==> src/rtl/bcast_pkg.sv <==
package bcast_pkg;
   // Width of a ring pointer including the wrap bit.
   function automatic int ptr_width(input int depth);
      return $clog2(depth) + 1;
   endfunction

   // Producer side action taken at a clock edge.
   typedef enum logic [1:0] {
      PUT_IDLE  = 2'd0,
      PUT_STORE = 2'd1,
      PUT_BLOCK = 2'd2,
      PUT_CLEAR = 2'd3
   } put_act_e;
endpackage

==> src/rtl/bcast_store.sv <==
module bcast_store #(
   parameter int DW    = 8,
   parameter int DEPTH = 4,
   parameter int NCONS = 2,
   parameter int AW    = 2
) (
   input  logic                clk,
   input  logic                we,
   input  logic [AW-1:0]       waddr,
   input  logic [DW-1:0]       wdata,
   input  logic [NCONS*AW-1:0] raddr,
   output logic [NCONS*DW-1:0] rdata
);
   logic [DW-1:0] slots [DEPTH];

   always_ff @(posedge clk) begin
      if (we) slots[waddr] <= wdata;
   end

   for (genvar g = 0; g < NCONS; g++) begin : g_rport
      assign rdata[g*DW +: DW] = slots[raddr[g*AW +: AW]];
   end
endmodule

==> src/rtl/bcast_rdptr.sv <==
module bcast_rdptr #(
   parameter int PW = 3
) (
   input  logic          clk,
   input  logic          rst_n,
   input  logic          clr,
   input  logic          ren,
   input  logic [PW-1:0] wr_ptr,
   output logic [PW-1:0] rd_ptr,
   output logic [PW-1:0] unread,
   output logic          valid
);
   logic pop;

   assign unread = wr_ptr - rd_ptr;
   assign valid  = (unread != '0);
   assign pop    = ren && valid;

   always_ff @(posedge clk or negedge rst_n) begin
      if (!rst_n)      rd_ptr <= '0;
      else if (clr)    rd_ptr <= '0;
      else if (pop)    rd_ptr <= rd_ptr + 1'b1;
   end

   // an accepted pop moves this consumer forward by exactly one slot
   p_pop_step_r3: assert property (@(posedge clk) disable iff (!rst_n)
      (ren && valid && !clr) |=> (rd_ptr == $past(rd_ptr) + 1'b1));

   // a read request on an empty consumer leaves its position alone
   p_empty_pop_r10: assert property (@(posedge clk) disable iff (!rst_n)
      (!valid && !clr) |=> $stable(rd_ptr));
endmodule

==> src/rtl/bcast_occ.sv <==
module bcast_occ #(
   parameter int NCONS = 2,
   parameter int DEPTH = 4,
   parameter int PW    = 3
) (
   input  logic                clk,
   input  logic                rst_n,
   input  logic [NCONS*PW-1:0] unread,
   output logic [PW-1:0]       worst,
   output logic                rdy,
   output logic                sync
);
   localparam logic [PW-1:0] FULL_LVL = PW'(DEPTH);

   always_comb begin
      worst = '0;
      for (int i = 0; i < NCONS; i++) begin
         if (unread[i*PW +: PW] > worst) worst = unread[i*PW +: PW];
      end
   end

   assign rdy  = (worst != FULL_LVL);
   assign sync = (worst == '0);

   // no consumer ever holds more than DEPTH unread messages
   p_no_overflow_r6: assert property (@(posedge clk) disable iff (!rst_n)
      worst <= FULL_LVL);
endmodule

==> src/rtl/bcast_chan.sv <==
module bcast_chan #(
   parameter int DW    = 8,
   parameter int DEPTH = 4,
   parameter int NCONS = 3
) (
   input  logic                clk,
   input  logic                rst_n,
   input  logic                put_clr,
   input  logic                put_wen,
   input  logic [DW-1:0]       put_data,
   output logic                put_rdy,
   output logic                put_sync,
   input  logic [NCONS-1:0]    get_ren,
   output logic [NCONS-1:0]    get_valid,
   output logic [NCONS*DW-1:0] get_data
);
   import bcast_pkg::*;

   localparam int PW = ptr_width(DEPTH);
   localparam int AW = PW - 1;

   initial begin
      a_cons_min: assert (NCONS >= 2) else $error("NCONS must be at least 2");
      a_depth_pow2: assert (DEPTH >= 2 && (DEPTH & (DEPTH - 1)) == 0)
         else $error("DEPTH must be a power of two, at least 2");
      a_width_min: assert (DW >= 1) else $error("DW must be positive");
   end

   logic [PW-1:0]       wr_ptr;
   logic [NCONS*PW-1:0] rd_ptrs;
   logic [NCONS*PW-1:0] unread;
   logic [NCONS*AW-1:0] raddr;
   logic [PW-1:0]       worst;
   put_act_e            put_act;
   logic                store;

   always_comb begin
      if (put_clr)                 put_act = PUT_CLEAR;
      else if (put_wen && put_rdy) put_act = PUT_STORE;
      else if (put_wen)            put_act = PUT_BLOCK;
      else                         put_act = PUT_IDLE;
   end
   assign store = (put_act == PUT_STORE);

   always_ff @(posedge clk or negedge rst_n) begin
      if (!rst_n)                     wr_ptr <= '0;
      else if (put_act == PUT_CLEAR)  wr_ptr <= '0;
      else if (store)                 wr_ptr <= wr_ptr + 1'b1;
   end

   for (genvar g = 0; g < NCONS; g++) begin : g_cons
      bcast_rdptr #(.PW(PW)) rdp_i (
         .clk    (clk),
         .rst_n  (rst_n),
         .clr    (put_clr),
         .ren    (get_ren[g]),
         .wr_ptr (wr_ptr),
         .rd_ptr (rd_ptrs[g*PW +: PW]),
         .unread (unread[g*PW +: PW]),
         .valid  (get_valid[g])
      );
      assign raddr[g*AW +: AW] = rd_ptrs[g*PW +: AW];
   end

   bcast_store #(.DW(DW), .DEPTH(DEPTH), .NCONS(NCONS), .AW(AW)) store_i (
      .clk   (clk),
      .we    (store),
      .waddr (wr_ptr[AW-1:0]),
      .wdata (put_data),
      .raddr (raddr),
      .rdata (get_data)
   );

   bcast_occ #(.NCONS(NCONS), .DEPTH(DEPTH), .PW(PW)) occ_i (
      .clk    (clk),
      .rst_n  (rst_n),
      .unread (unread),
      .worst  (worst),
      .rdy    (put_rdy),
      .sync   (put_sync)
   );

   // a blocked producer cannot move the write position
   p_block_full_r2: assert property (@(posedge clk) disable iff (!rst_n)
      (!put_rdy && !put_clr) |=> $stable(wr_ptr));

   // a clear leaves every consumer empty and the producer free
   p_clr_empties_r8: assert property (@(posedge clk) disable iff (!rst_n)
      put_clr |=> (put_sync && put_rdy && get_valid == '0));

   // drained state agrees with the per-consumer valid flags
   p_sync_valid_r7: assert property (@(posedge clk) disable iff (!rst_n)
      put_sync == (get_valid == '0));

   // a stored message makes every consumer valid on the next cycle
   p_store_visible_r3: assert property (@(posedge clk) disable iff (!rst_n)
      (store) |=> (get_valid == '1));
endmodule

==> config.mk <==
export PLATFORM = sky130hd
export DESIGN_NAME = bcast_chan
export DESIGN_NICKNAME = d
export VERILOG_FILES = /design/src/rtl/bcast_pkg.sv /design/src/rtl/bcast_store.sv /design/src/rtl/bcast_rdptr.sv /design/src/rtl/bcast_occ.sv /design/src/rtl/bcast_chan.sv
export SDC_FILE = /design/constraint.sdc
export NUM_CORES = 1
export LEC_CHECK = 0
export CORE_MARGIN = 4
export CORE_UTILIZATION = 54
export CTS_CLUSTER_SIZE = 28
export DETAILED_ROUTE_END_ITERATION = 12
export PLACE_DENSITY = 0.85
export RECOVER_POWER = 25
export SETUP_SLACK_MARGIN = 0.3
export SLEW_MARGIN = 20
export SYNTH_ARGS = -nofsm -noshare
export SYNTH_HDL_FRONTEND = slang
export SYNTH_SLANG_ARGS = --single-unit
==> constraint.sdc <==
create_clock -name clk -period 5.8 [get_ports clk]
set_input_delay 0.58 -clock clk [delete_from_list [all_inputs] [get_ports clk]]
set_output_delay 0.58 -clock clk [all_outputs]
set_load 0.01 [all_outputs]
Yosys cells after proc, flatten, opt, wreduce, memory -nomap -nowiden
Memory sizes are Yosys's and may differ from the RTL's.
Index checks and enable logic that the tools add are counted.
{ "totals": {"ff_bits": 12, "mem_bits_rw": 32, "in_bits": 15, "out_inout_bits": 29, "wordCells": 46, "memories": 1} }
{ "mem_list": {"columns": ["name", "words", "word_bits", "rd", "rd_clocked_by_memory_dff", "wr", "line", "rtl"], "rows": [
  ["store_i.slots", 4, 8, 3, 0, 1, "bcast_store.sv:14", "logic [DW-1:0] slots [DEPTH];"]
]} }
{ "classes": {"n_addsub": 7, "order_cmp": 3, "eq_ne": 3, "n_mux": 16, "reduce_logical": 12} }
{ "ops": {"columns": ["cell", "count"], "rows": [
  ["$mux W3", 11],
  ["$add A3 B1 Y3 const B", 4],
  ["$reduce_bool A3 Y1", 3],
  ["$sub A3 B3 Y3", 3],
  ["$reduce_bool A2 Y1", 4],
  ["$gt A3 B3 Y1", 2],
  ["$mux W2", 3],
  ["$logic_and A1 B1 Y1", 4],
  ["$gt A3 B1 Y1 const B", 1],
  ["$logic_not A3 Y1", 1],
  ["$ne A3 B3 Y1 const B", 1],
  ["$eq A2 B1 Y1 const B", 1],
  ["$eq A2 B2 Y1 const B", 1],
  ["$mux W1", 2]
]} }

Longest topological paths before layout
Gate-level depths: netlist (run 1).
{ "depth": {"word_depth": 14, "ltp_mapped": 16, "mapped_depth_nobuf": 16} }

Cells and area by module
Synthesis (run 1) repeated with hierarchy kept, for this count alone.
{ "hier_totals": {"hier_cells": 195, "area_unflattened_um2": 2859.0} }
{ "modules_own_cells": {"columns": ["module", "n_inst", "cells_each", "area_per_inst_um2", "seq_area_each_um2"], "rows": [
  ["bcast_store", 1, 66, 1581.5, 960.9],
  ["bcast_rdptr (g_cons[0].rdp_i ...)", 2, 28, 289.0, 75.1],
  ["bcast_rdptr (g_cons[2].rdp_i)", 1, 26, 286.5, 75.1],
  ["bcast_occ", 1, 31, 239.0, 0.0],
  ["bcast_chan", 1, 16, 173.9, 75.1]
]} }

Worst setup path before layout (run 1)
Ideal clock, no wire load.
{ "synth_path": {"path_kind": "register to register", "from": "reg g_cons[1].rdp_i.rd_ptr[1]", "to": "mem store_i.slots[3][0], enable pin", "arrival_ns": 3.768, "slack_ns": 1.701, "stages_incl_launch_ff": 15, "path_buffers": 1, "period_less_slack_ns": 4.099, "path_cell_list": "dfrtp_1 > clkbuf_1 > inv_1 > fa_1 > xnor3_1 > ha_1 > nand3b_2 > a21bo_4 > and2_1 > ha_1 > a21oi_1 > a32oi_1 > a221o_1 > a311oi_2 > and2_1"} }
{ "synth_between": {"elab_chain_cells": 12} }
{ "synth_lines": {"columns": ["item", "line", "rtl"], "rows": [
  ["start: declaration", "bcast_rdptr.sv:9", "output logic [PW-1:0] rd_ptr,"],
  ["start signal: assignment", "bcast_rdptr.sv:22", "else if (pop) rd_ptr <= rd_ptr + 1'b1;"],
  ["$sub A3 B3 Y3 (*)", "bcast_rdptr.sv:15", "assign unread = wr_ptr - rd_ptr;"],
  ["$gt A3 B3 Y1", "bcast_occ.sv:18", "if (unread[i*PW +: PW] > worst) worst = unread[i*PW +: PW];"],
  ["$mux W3 (*)", "bcast_occ.sv:18", null],
  ["$gt A3 B3 Y1", "bcast_occ.sv:18", null],
  ["$mux W3 (*)", "bcast_occ.sv:18", null],
  ["$ne A3 B3 Y1 (*)", "bcast_occ.sv:22", "assign rdy = (worst != FULL_LVL);"],
  ["$logic_and A1 B1 Y1 (*)", "bcast_chan.sv:39", "else if (put_wen && put_rdy) put_act = PUT_STORE;"],
  ["$mux W2 (*)", "bcast_chan.sv:39", null],
  ["$mux W2 (*)", "bcast_chan.sv:38", "if (put_clr) put_act = PUT_CLEAR;"],
  ["$eq A2 B1 Y1 (*)", "bcast_chan.sv:43", "assign store = (put_act == PUT_STORE);"],
  ["$mux W1 (*)", "bcast_store.sv:17", "if (we) slots[waddr] <= wdata;"],
  ["$mux W1 (not written as such) (*)", "bcast_store.sv:17", null],
  ["end: declaration", "bcast_store.sv:14", null]
]} }
Mark *: on every way between the ends. The rest lies on a longest branch, timed or not.

Final worst setup path (run 1)
{ "layout_path": {"from": "reg g_cons[0].rdp_i.rd_ptr[0]", "to": "out put_sync"} }
{ "layout_between": {"elab_chain_cells": 8} }
{ "layout_lines": {"columns": ["item", "line", "rtl"], "rows": [
  ["start: declaration", "bcast_rdptr.sv:9", null],
  ["start signal: assignment", "bcast_rdptr.sv:22", null],
  ["$sub A3 B3 Y3 (*)", "bcast_rdptr.sv:15", null],
  ["$gt A3 B1 Y1", "bcast_occ.sv:18", null],
  ["$mux W3 (*)", "bcast_occ.sv:18", null],
  ["$gt A3 B3 Y1", "bcast_occ.sv:18", null],
  ["$mux W3 (*)", "bcast_occ.sv:18", null],
  ["$gt A3 B3 Y1", "bcast_occ.sv:18", null],
  ["$mux W3 (*)", "bcast_occ.sv:18", null],
  ["$logic_not A3 Y1 (*)", "bcast_occ.sv:23", "assign sync = (worst == '0);"],
  ["end: declaration", "bcast_chan.sv:12", "output logic put_sync,"]
]} }
Marked as above.

==> results.tsv, run 1 <==
metric	value	unit
Area contributors post-synth	edfxtp_1, mux4_2, dfrtp_1	
Tmin final	5076	ps
cell count after synthesis	183	
Avg Cell Area, Syn	14.82	um^2
initial core utilization	0.5665	
CTS tree	yes	
status	completed	
Hold Vio Cnt, Final	0	
crit path capture type	output pin	
Yosys top cell area share	0.3544	
share of cells above drive strength 1	0.1741	
setup violators final	0	
TNS Setup	0	ps
worst rel slew slack	0.5732	
register area share after synthesis	0.4652	
area of the mapped netlist	2711	um^2
CTS Buf Count	5	
clk_lat worst skew	290	ps
P&R area growth vs syn	20.40	%
cts repair resizes	0	
vias	1625	
measured slew at the worst slew-check pin	640.2	ps
Boundary Pins	44	
Achievable Freq	0.1970	GHz
input/output buffers	43	
Avg WL per Cell	17.50	um
Core ar.	4786	um^2
DRT Wirelength	5092	um
row count	25	
CTS Root Cell	clkbuf_8	
nets	257	
hpwl dp	3813	um
drt pass-1 iters	4	
1st-iter DRT viols	82	
post-CTS setup buffers	0	
Die ar.	6219	um^2
Longest Clk Path Bufs	2	
fin crit share	0.8752	
# diodes	0	
WP data required	5220	ps
Worst Path Class, Setup	reg2out	
Synth Net Count	217	
initial antenna violation count	0	
GRT overflow	0	
Slew Limit Fails	0	
largest net degree at the start of global routing	17	
Post-CTS Hold Fix Bufs	0	
first-pass GRT wire length	8411	um
post-route clock skew	7.255	ps
arrival time of the worst setup path	4500	ps
Remaining DRCs	0	
Post-DRT Antenna Nets	0	
H-tree depth	2	
Unique masters post-synth	38	
vias per cell	5.584	
CTS Sinks	44	
Clock transition at path regs	80	ps
vias in the first global route	1700	
Max Cap Viol	0	
die height	78.86	um
largest fanout on the critical path	11	
GRT Total Usage	0.1790	
HP Class	reg2reg	
RSZ-0062 raised after global routing	no	
GPL Wtd Cong	0.8229	
synth warn	0	
area leader, netlist	edfxtp_1	
die width	78.86	um
FF+latch count, synth	44	
CP startpoint kind	flip-flop	
-- layer usage --
| layer | global-route usage | routed length [um] | vias up |
|---|---|---|---|
| met1 | 0.2206 | 2078 | 792 |
| met5 | 0 | 0 | - |
| met2 | 0.3192 | 2694 | 51 |
| met3 | 0.04422 | 277 | 4 |
| li1 | - | - | 778 |
| met4 | 0.04124 | 42 | 0 |
-- placed cells by master, fill, tap and decap left out, types with 2 or more instances in the layout --
cell type / instances
clkdlybuf4s50_1: 35
edfxtp_1: 32
mux4_2: 24
ha_1: 16
nor2_1: 12
dfrtp_1: 12
nand2_1: 10
inv_1: 9
a21oi_1: 8
dlygate4sd3_1: 8
and2_1: 7
nand3_1: 7
xor2_1: 6
clkbuf_8: 5
xnor3_1: 3
fa_1: 3
nand2b_1: 2
-- worst max-delay path, cell delays in order, from the launching register on --
cell and delay, ps:
dfrtp_1 610, ha_1 330, fa_1 370, xnor3_1 220, ha_1 390, nand3b_2 170
a21bo_4 250, and2_1 160, ha_1 310, a21oi_1 230, a32oi_1 110, o21ai_0 260
nand2_1 120, nor2_1 130, clkdlybuf4s50_1 540
-- per-stage QoR --
step                      hold slack [ps]  area [um^2]  instances  utilization  worst slack [ps]
final                               581.6         3264        291       0.6821             723.8
after global routing                621.1         3264        291       0.6821             427.3
after CTS                           589.2         3264        291       0.6821             741.1
after detailed placement            568.6         3181        283       0.6646              1065
after global placement              551.7         3181        283       0.6646              1167
after floorplan                     284.4         2711        183            -              1701
-- cells in the mapped netlist, drive strengths merged --
cell	instances
a21o	1
and3	1
or3	1
nand3b	3
xnor3	3
a31oi	3
and2	7
ha	16
inv	9
mux2	2
mux2i	1
nand2b	2
o21ai	1
a311oi	1
or3b	1
a32oi	1
nor2	12
clkbuf	7
nand2	10
dfrtp	12
a221o	1
edfxtp	32
xor2	6
nor2b	1
nor3b	1
a21oi	9
fa	3
nand3	7
mux4	24
buf	4
a21bo	1
-- path summary, 6_finish.rpt --
| kind | startpoint | slack, ps | depth (start not counted) | end |
|---|---|---|---|---|
| min in group asynchronous | rst_n | 650 | 1 | g_cons[2].rdp_i.rd_ptr[1]$_DFFE_PN0P_ |
| worst max-delay path | g_cons[0].rdp_i.rd_ptr[0]$_DFFE_PN0P_ | 720 | 14 | put_sync |
| worst min-delay path | g_cons[1].rdp_i.rd_ptr[2]$_DFFE_PN0P_ | 580 | 2 | g_cons[1].rdp_i.rd_ptr[2]$_DFFE_PN0P_ |
| max in group asynchronous | rst_n | 4770 | 1 | g_cons[1].rdp_i.rd_ptr[0]$_DFFE_PN0P_ |
| worst min register to register | g_cons[1].rdp_i.rd_ptr[2]$_DFFE_PN0P_ | 580 | 2 | g_cons[1].rdp_i.rd_ptr[2]$_DFFE_PN0P_ |
| worst max register to register | g_cons[0].rdp_i.rd_ptr[0]$_DFFE_PN0P_ | 1040 | 13 | store_i.slots[0][4]$_DFFE_PP_ |
-- cell families (layout without fill, tap and decap cells) --
logic type,after synthesis,count (layout),synth area share
AND/OR/NAND/NOR,46,46,0.09138
flip-flops,44,44,0.4652
multiplexers,27,27,0.2127
buffers and inverters,20,61,0.03184
adder cells (fa/ha/maj),19,19,0.09599
AO/OA/AOI/OAI,18,18,0.05861
XOR/XNOR,9,9,0.04430
-- state kept, by name, summed over array words and instances (netlist names) --
| name | count |
|---|---|
| wr_ptr | 3 |
| g_cons.rdp_i.rd_ptr | 9 |
| store_i.slots | 32 |
-- final cells by class --
| class | count | area, um^2 |
|---|---|---|
| Clock buffer | 6 | 72.57 |
| Clock inverter | 2 | 11.26 |
| Fill cell | 324 | 1521 |
| Inverter | 9 | 33.78 |
| Multi-Input combinational cell | 119 | 1364 |
| Sequential cell | 44 | 1261 |
| Tap cell | 67 | 83.83 |
| Timing Repair Buffer | 44 | 437.9 |
Power of run 1 is left out: the tool's default activity adds up to more than one toggle a clock period on the data nets, which glitch-free logic cannot reach.
==> run 2, diff against run 1 <==
--- a/config.mk
+++ b/config.mk
@@ -12,7 +12,6 @@
 export PLACE_DENSITY = 0.85
 export RECOVER_POWER = 25
 export SETUP_SLACK_MARGIN = 0.3
-export SLEW_MARGIN = 20
 export SYNTH_ARGS = -nofsm -noshare
 export SYNTH_HDL_FRONTEND = slang
 export SYNTH_SLANG_ARGS = --single-unit
==> results of run 2 <==
The final DEF is identical to that of run 1; final timing and power are the same.
Power of run 2 is left out for the same reason.
==> run 3, diff against run 2 <==
--- a/config.mk
+++ b/config.mk
@@ -11,7 +11,6 @@
 export DETAILED_ROUTE_END_ITERATION = 12
 export PLACE_DENSITY = 0.85
 export RECOVER_POWER = 25
-export SETUP_SLACK_MARGIN = 0.3
 export SYNTH_ARGS = -nofsm -noshare
 export SYNTH_HDL_FRONTEND = slang
 export SYNTH_SLANG_ARGS = --single-unit
==> results of run 3 <==
The final DEF is identical to that of run 1; final timing and power are the same.
Power of run 3 is left out for the same reason.
